## src/rtl/rs_syn_pkg.sv

```systemverilog
package rs_syn_pkg;
  localparam int MW   = 8;                 // largest field degree
  localparam int NACC = 16;                // syndrome accumulators per pass
  localparam int NSYN = 2 * NACC;          // syndrome slots over two passes
  localparam int NERA = 16;                // erasure locator slots
  localparam int NMAX = 255;               // longest code length
  localparam int CW   = $clog2(NMAX + 1);  // symbol counter width
  localparam int TW   = $clog2(NACC + 1);  // t field width
  localparam int T2W  = TW + 1;            // 2t width
  localparam int MBW  = $clog2(MW + 1);    // degree field width
  localparam int ECW  = $clog2(NERA + 1);  // erasure count width

  // multiply by x modulo p(x) for a field of run-time degree m
  function automatic logic [MW-1:0] gf_xtime(input logic [MW-1:0] a,
                                             input logic [MW:0]   poly,
                                             input logic [MBW-1:0] m);
    logic [MW:0] s;
    s = {a, 1'b0};
    if (s[m]) s = s ^ poly;
    return s[MW-1:0];
  endfunction
endpackage

```

## src/rtl/gf_mont_mul.sv

```systemverilog
module gf_mont_mul
  import rs_syn_pkg::*;
(
  input  logic [MW-1:0]  a,
  input  logic [MW-1:0]  b,
  input  logic [MW:0]    poly,
  input  logic [MBW-1:0] m,
  output logic [MW-1:0]  y
);
  // LSB-first Montgomery product: y = a * b * x^-m mod p(x)
  logic [MW:0] c;
  always_comb begin
    c = '0;
    for (int j = 0; j < MW; j++) begin
      if (MBW'(j) < m) begin
        if (a[j]) c = c ^ {1'b0, b};
        if (c[0]) c = c ^ poly;
        c = c >> 1;
      end
    end
    y = c[MW-1:0];
  end
endmodule

```

## src/rtl/gf_const_table.sv

```systemverilog
module gf_const_table
  import rs_syn_pkg::*;
(
  input  logic                     clk,
  input  logic                     rst,
  input  logic [MW:0]              poly,
  input  logic [MBW-1:0]           m,
  output logic [NSYN-1:0][MW-1:0]  k_tab
);
  // entry i-1 = alpha^(i+m): a Montgomery product with it yields a factor alpha^i
  logic [MW:0]   pm;
  logic [MW-1:0] chain [NSYN];

  assign pm = poly ^ ((MW+1)'(1) << m);   // low part is x^m mod p(x)

  for (genvar g = 0; g < NSYN; g++) begin : g_chain
    if (g == 0) begin : g_head
      assign chain[g] = gf_xtime(pm[MW-1:0], poly, m);
    end else begin : g_link
      assign chain[g] = gf_xtime(chain[g-1], poly, m);
    end
  end

  always_ff @(posedge clk) begin
    if (rst) begin
      k_tab <= '0;
    end else begin
      for (int g = 0; g < NSYN; g++) k_tab[g] <= chain[g];
    end
  end
endmodule

```

## src/rtl/syn_acc_bank.sv

```systemverilog
module syn_acc_bank
  import rs_syn_pkg::*;
(
  input  logic                     clk,
  input  logic                     rst,
  input  logic                     step,
  input  logic                     first,
  input  logic [MW-1:0]            sym,
  input  logic [MW:0]              poly,
  input  logic [MBW-1:0]           m,
  input  logic [NACC-1:0][MW-1:0]  k_sel,
  output logic [NACC-1:0][MW-1:0]  acc_nx
);
  logic [MW-1:0] acc  [NACC];
  logic [MW-1:0] prod [NACC];

  for (genvar i = 0; i < NACC; i++) begin : g_acc
    gf_mont_mul u_mul (
      .a    (acc[i]),
      .b    (k_sel[i]),
      .poly (poly),
      .m    (m),
      .y    (prod[i])
    );

    assign acc_nx[i] = first ? sym : (prod[i] ^ sym);

    always_ff @(posedge clk) begin
      if (rst)       acc[i] <= '0;
      else if (step) acc[i] <= acc_nx[i];
    end
  end

  // the opening symbol of a pass seeds every accumulator
  assert_seed_R1: assert property (@(posedge clk) disable iff (rst)
    (step && first) |=> (acc[0] == $past(sym) && acc[NACC-1] == $past(sym)));
endmodule

```

## src/rtl/era_capture.sv

```systemverilog
module era_capture
  import rs_syn_pkg::*;
(
  input  logic                     clk,
  input  logic                     rst,
  input  logic                     step,
  input  logic                     first,
  input  logic                     flag,
  input  logic [MW:0]              poly,
  input  logic [MBW-1:0]           m,
  output logic [NERA-1:0][MW-1:0]  era_nx,
  output logic [ECW-1:0]           cnt_nx,
  output logic                     ovf_nx
);
  logic [MW-1:0]  era_q [NERA];
  logic [ECW-1:0] cnt_q;
  logic           ovf_q;
  logic [ECW-1:0] base_cnt;
  logic           base_ovf;
  logic           full;
  logic [MW-1:0]  base;

  // every stored locator ages by one power of alpha per later symbol
  always_comb begin
    base_cnt = first ? '0 : cnt_q;
    base_ovf = first ? 1'b0 : ovf_q;
    full     = (base_cnt == ECW'(NERA));
    for (int j = 0; j < NERA; j++) begin
      base      = first ? '0 : era_q[j];
      era_nx[j] = gf_xtime(base, poly, m);
      if (flag && !full && base_cnt == ECW'(j)) era_nx[j] = MW'(1);
    end
    cnt_nx = (flag && !full) ? base_cnt + 1'b1 : base_cnt;
    ovf_nx = base_ovf | (flag & full);
  end

  always_ff @(posedge clk) begin
    if (rst) begin
      for (int j = 0; j < NERA; j++) era_q[j] <= '0;
      cnt_q <= '0;
      ovf_q <= 1'b0;
    end else if (step) begin
      for (int j = 0; j < NERA; j++) era_q[j] <= era_nx[j];
      cnt_q <= cnt_nx;
      ovf_q <= ovf_nx;
    end
  end

  // a flagged symbol with room left takes exactly one new slot
  assert_capture_R3: assert property (@(posedge clk) disable iff (rst)
    (step && flag && !first && cnt_q < ECW'(NERA)) |=> (cnt_q == $past(cnt_q) + 1'b1));
  // the count never passes the number of slots
  assert_cnt_bound_R4: assert property (@(posedge clk) disable iff (rst)
    cnt_q <= ECW'(NERA));
endmodule

```

## src/rtl/rs_syn_erasure_unit.sv

```systemverilog
module rs_syn_erasure_unit
  import rs_syn_pkg::*;
(
  input  logic                    clk,
  input  logic                    rst,
  input  logic [CW-1:0]           cfg_n,
  input  logic [TW-1:0]           cfg_t,
  input  logic [MBW-1:0]          cfg_m,
  input  logic [MW:0]             cfg_poly,
  input  logic                    in_valid,
  input  logic [MW-1:0]           in_sym,
  input  logic                    in_erase,
  output logic                    done,
  output logic                    rerun_req,
  output logic                    no_error,
  output logic [NSYN-1:0][MW-1:0] syn_out,
  output logic [NERA-1:0][MW-1:0] era_out,
  output logic [ECW-1:0]          era_cnt,
  output logic                    era_ovf
);
  logic [CW-1:0]             cnt_q;
  logic                      pass_q;
  logic [T2W-1:0]            twot;
  logic                      two_pass;
  logic                      first, last;
  logic                      half_zero;
  logic [NSYN-1:0][MW-1:0]   k_tab;
  logic [NACC-1:0][MW-1:0]   k_sel;
  logic [NACC-1:0][MW-1:0]   acc_nx;
  logic [NERA-1:0][MW-1:0]   era_nx;
  logic [ECW-1:0]            cnt_nx;
  logic                      ovf_nx;

  assign twot     = {cfg_t, 1'b0};
  assign two_pass = (twot > T2W'(NACC));
  assign first    = in_valid && (cnt_q == '0);
  assign last     = in_valid && (cnt_q == cfg_n - CW'(1));

  for (genvar i = 0; i < NACC; i++) begin : g_ksel
    assign k_sel[i] = pass_q ? k_tab[NACC+i] : k_tab[i];
  end

  gf_const_table u_ktab (
    .clk   (clk),
    .rst   (rst),
    .poly  (cfg_poly),
    .m     (cfg_m),
    .k_tab (k_tab)
  );

  syn_acc_bank u_bank (
    .clk    (clk),
    .rst    (rst),
    .step   (in_valid),
    .first  (first),
    .sym    (in_sym),
    .poly   (cfg_poly),
    .m      (cfg_m),
    .k_sel  (k_sel),
    .acc_nx (acc_nx)
  );

  era_capture u_era (
    .clk    (clk),
    .rst    (rst),
    .step   (in_valid && !pass_q),
    .first  (first),
    .flag   (in_erase),
    .poly   (cfg_poly),
    .m      (cfg_m),
    .era_nx (era_nx),
    .cnt_nx (cnt_nx),
    .ovf_nx (ovf_nx)
  );

  always_comb begin
    half_zero = 1'b1;
    for (int i = 0; i < NACC; i++) begin
      if (T2W'(i) < twot && acc_nx[i] != '0) half_zero = 1'b0;
    end
  end

  always_ff @(posedge clk) begin
    if (rst) begin
      cnt_q     <= '0;
      pass_q    <= 1'b0;
      done      <= 1'b0;
      rerun_req <= 1'b0;
      no_error  <= 1'b0;
      syn_out   <= '0;
      era_out   <= '0;
      era_cnt   <= '0;
      era_ovf   <= 1'b0;
    end else begin
      done      <= 1'b0;
      rerun_req <= 1'b0;
      if (in_valid) cnt_q <= last ? '0 : cnt_q + 1'b1;
      if (last) begin
        if (!pass_q) begin
          for (int i = 0; i < NACC; i++) begin
            syn_out[i]      <= (T2W'(i) < twot) ? acc_nx[i] : '0;
            syn_out[NACC+i] <= '0;
          end
          era_out <= era_nx;
          era_cnt <= cnt_nx;
          era_ovf <= ovf_nx;
          if (two_pass && !half_zero) begin
            rerun_req <= 1'b1;
            pass_q    <= 1'b1;
          end else begin
            done     <= 1'b1;
            no_error <= half_zero;
          end
        end else begin
          for (int i = 0; i < NACC; i++) begin
            syn_out[NACC+i] <= (T2W'(NACC+i) < twot) ? acc_nx[i] : '0;
          end
          done     <= 1'b1;
          no_error <= 1'b0;
          pass_q   <= 1'b0;
        end
      end
    end
  end

  // completion is a single-cycle pulse
  assert_done_pulse_R5: assert property (@(posedge clk) disable iff (rst)
    done |=> !done);
  // a rerun request is never a completion, nor followed by one at once
  assert_rerun_excl_R6: assert property (@(posedge clk) disable iff (rst)
    rerun_req |-> !done);
  assert_rerun_gap_R6: assert property (@(posedge clk) disable iff (rst)
    rerun_req |=> !done);
  // overflow only with every slot taken
  assert_ovf_full_R4: assert property (@(posedge clk) disable iff (rst)
    era_ovf |-> (era_cnt == ECW'(NERA)));
  // an error-free verdict never comes with a nonzero first syndrome
  assert_noerr_R8: assert property (@(posedge clk) disable iff (rst)
    (done && no_error) |-> (syn_out[0] == '0));
endmodule

```

## config.mk

```make
export PLATFORM = sky130hd
export DESIGN_NAME = rs_syn_erasure_unit
export DESIGN_NICKNAME = d
export VERILOG_FILES = /design/src/rtl/rs_syn_pkg.sv /design/src/rtl/gf_mont_mul.sv /design/src/rtl/gf_const_table.sv /design/src/rtl/syn_acc_bank.sv /design/src/rtl/era_capture.sv /design/src/rtl/rs_syn_erasure_unit.sv
export SDC_FILE = /design/constraint.sdc
export NUM_CORES = 2
export LEC_CHECK = 0
export ABC_AREA = 0
export ABC_CLOCK_PERIOD_IN_PS = 65900
export BUFFER_PORTS_ARGS = -buffer_cell sky130_fd_sc_hd__buf_2
export CORE_MARGIN = 3
export CORE_UTILIZATION = 40
export DETAILED_ROUTE_END_ITERATION = 10
export HOLD_SLACK_MARGIN = 0.06
export PLACE_DENSITY_LB_ADDON = 0.1
export RECOVER_POWER = 100
export SLEW_MARGIN = 15
export SYNTH_ARGS = -nofsm -noshare
export SYNTH_HDL_FRONTEND = slang
export SYNTH_SLANG_ARGS = --single-unit
export TNS_END_PERCENT = 1
```

## constraint.sdc

```tcl
create_clock -name clk -period 65.9 [get_ports clk]
set_input_delay 6.59 -clock clk [delete_from_list [all_inputs] [get_ports clk]]
set_output_delay 6.59 -clock clk [all_outputs]
set_load 0.05 [all_outputs]
```

==> impl_results.md <==
- Met2 WL: 167000 um
- Gate power share: 0.555
- Leakage: 0.0317 uW
- Largest stage delay on the critical path: 2.97 ns
- Metal-1 WL: 164000 um
- Placed cell area: 85800 um2
- Post-CTS Setup Repair Bufs: 0
- Final wirelength: 392000 um
- First-pass DRT Iterations: 8
- Worst hold-check path type: reg -> reg
- Count of cell types in the netlist: 150
- Setup slack, reg-to-reg: 50.68 ns
- DR iter-0 viols: 9926
- Tmin final: 50.14 ns
- RD Place Congestion: 0.998
- PD cells: 34.0 nW/um2
- WL/cell: 27.0 um
- Total GRT Usage: 0.353
- P&R area growth vs syn: 6.99%
- Fmax: 19.9 MHz
- Post-route setup TNS: 0 ns
- Via-to-Cell Ratio: 6.05
- Root Buffer: clkbuf_16
- CP Class: in -> reg
- Crit path launch type: primary input
- Die height: 461 um
- Net Sw Power: 1430 uW
- Vias in the first global route: 78800
- CP arrival: 50.73 ns
- Largest net degree at the start of global routing: 224
- First-pass GRT wire length: 560000 um
- IO Count: 431
- Failing checks: max-capacitance violations, max-slew violations
- Crit. End Element: register
- Clk_lat worst skew: 0.80 ns
- Worst vdd rail ir drop: 0.0220 mV
- Min Hold Slack: 0.453 ns
- Syn nets: 12000
- Seq cells post-synth: 920
- Fraction of registers with async set/reset: 0
- Outcome: finished, violations left
- Cell area after layout: 88500 um2
- Num rows: 166
- Post-synth EDFFs: 256
- Sequential share of power: 0.232
- Num CTS Buffers: 106
- Max layer used: met5
- RSZ-0062 raised after global routing: false
- Maximum clock path buffer count: 3
- HP Start: syn_out[218]
- Grt total ovfl: 0
- Max_cap viols: 27
- Area of the multi-input gates: 56700 um2
- Die Wd: 461 um
- Reg clk slew, reported paths: 0.06 ns
- Die footprint: 212000 um2
- WL met3: 32200 um
- Sequential area share after synthesis: 0.254
- CP max-delay cell: clkbuf_1
- Synth warnings: 0
- Relative slew slack: -2.52
- Proportion of layout cells with a drive suffix above 1: 0.0573
- Pint: 1580 uW
- Clock share of power: 0.213
- Nets: 11700
- Port Buffers: 430
- Synthesized area per cell: 6.93 um2
- Final period util: 0.761
- H-tree Lvls: 3
- Cell occurring most often along the worst timing path: a21oi_1
- Hold path depth: 2
- Filler cells: 21500
- Worst Max-Slew Pin Slew: 5.28 ns
- DRC viols: 0
- Worst Path Max Fanout: 49
- Antenna violations before repair: 29
- Synthesized area: 82700 um2
- Initial Util: 0.403
- Final setup fails: 0
- Post-DP HPWL: 279000 um
- Vias: 87700
- Reg2Reg Depth: 43
- Fin Clk Skew: 0.0601 ns
- Final Hold Vio Count: 0
- Worst r2r src: pass_q
- Predominant post-synthesis flop cell: dfxtp_1
- Post-synthesis cell count: 11900
- Hold Path End: syn_out[218]
- Reg2reg end: pass_q
- Post-CTS Resized: 0
- CTS tree: yes
- Critical Path RT: 66.49 ns
- Register Area: 21000 um2
- Antenna-violating nets left: 0
- Core Box Area: 205000 um2
- Fin. max-slew vios: 1153
- Switching share of power: 0.475
- Clock Sinks: 920
- # hold bufs at CTS: 0
==> synthesized netlist by cell type, drive strengths merged (43+ instances only) <==
master	count	area, um2
nor2	1452	5460
o211ai	48	375
a31oi	51	332
xnor2	1193	10500
nand4	60	382
nor3	257	1340
a211oi	141	1110
mux2	141	1590
clkbuf	722	2740
mux2i	43	434
and3	613	3830
buf	305	1940
edfxtp	256	7690
nand3	132	688
dfxtp	664	13300
a22oi	46	345
a22o	44	387
nor4	45	325
o21ai	1273	6370
xor2	454	3990
a21oi	1156	5820
and2	47	295
nand2	2158	8110
==> worst max path at each step <==
stage	startpoint	to	slack, ns	cells after the start
final	cfg_m[3]	u_ktab.k_tab[255]	15.76	87
after global routing	cfg_m[3]	u_ktab.k_tab[249]	13.62	88
after CTS	cfg_m[1]	u_ktab.k_tab[255]	28.43	86
after detailed placement	cfg_m[1]	u_ktab.k_tab[249]	27.67	86
after global placement	cfg_m[1]	u_ktab.k_tab[249]	28.28	86
after floorplan	cfg_poly[0]	u_ktab.k_tab[254]	34.89	98
==> logic make-up after synthesis <==
family                     share of synthesized area
xor gates and xnor gates                       0.175
muxes                                         0.0283
adders and majority gates                    0.00121
AOI/OAI and AO/OA                              0.216
and+or+nand+nor                                0.267
DFF                                            0.254
buffers and inverters                         0.0593
==> registers in the layout, indices dropped and copies added (netlist names) <==
name,flops
cnt_q,8
era_cnt,5
era_out,128
u_era.cnt_q,5
done,1
no_error,1
u_bank.acc,128
u_era.ovf_q,1
era_ovf,1
u_ktab.k_tab,256
pass_q,1
u_era.era_q,128
syn_out,256
rerun_req,1
==> power by group through the flow <==
| stage | Clock [uW] | Sequential [uW] | Combinational, uW |
|---|---|---|---|
| final | 641 | 697 | 1670 |
| after global routing | 671 | 702 | 1800 |
| after CTS | 649 | 695 | 1660 |
| after detailed placement | 0 | 706 | 1650 |
| after global placement | 0 | 706 | 1630 |
| after floorplan | 0 | 669 | 1220 |
==> metrics by stage <==
step                setup slack (ns)  utilization  instances  total power [uW]
floorplan                      34.89            -      11900              1890
global placement               28.28        0.419      14300              2340
detailed placement             27.67        0.419      14300              2360
CTS                            28.43        0.437      14500              3000
global route                   13.62        0.431      14500              3180
finish                         15.76        0.432      14500              3010
==> cell type report <==
| type | instances | area share |
|---|---|---|
| Antenna cell | 14 | 0.000396 |
| Clock inverter | 61 | 0.00830 |
| Sequential cell | 920 | 0.237 |
| Inverter | 39 | 0.00168 |
| Timing Repair Buffer | 690 | 0.0392 |
| Tap cell | 2688 | 0.0380 |
| Clock buffer | 139 | 0.0344 |
| Multi-Input combinational cell | 9931 | 0.641 |
==> worst max-delay path: cells and delay by family <==
family	cells	cell delay [ns]
AO/OA/AOI/OAI	40	21.51
XOR/XNOR	10	3.83
buffers and inverters	3	7.31
multiplexers	8	3.16
AND/OR/NAND/NOR	26	8.12
==> layer usage <==
layer  track usage  vias to the layer above
li1              -                    40400
met1         0.472                    42200
met2         0.534                     4158
met3        0.0542                      896
met4         0.213                        8
met5             0                        -
==> placed cells by master, fill, tap and decap left out, types with 129 or more instances in the layout <==
cell type / netlist / routed
a211oi_1: 130 / 137
a21oi_1: 1149 / 1151
and3_1: 613 / 613
buf_4: 41 / 174
clkbuf_1: 715 / 489
dfxtp_1: 664 / 663
edfxtp_1: 256 / 256
mux2_2: 139 / 137
nand2_1: 2155 / 2150
nand3_1: 128 / 129
nor2_1: 1449 / 1441
nor3_1: 249 / 249
o21ai_0: 1235 / 1249
xnor2_1: 1192 / 1192
xor2_1: 452 / 454
Power figures use the tool's default switching activity.
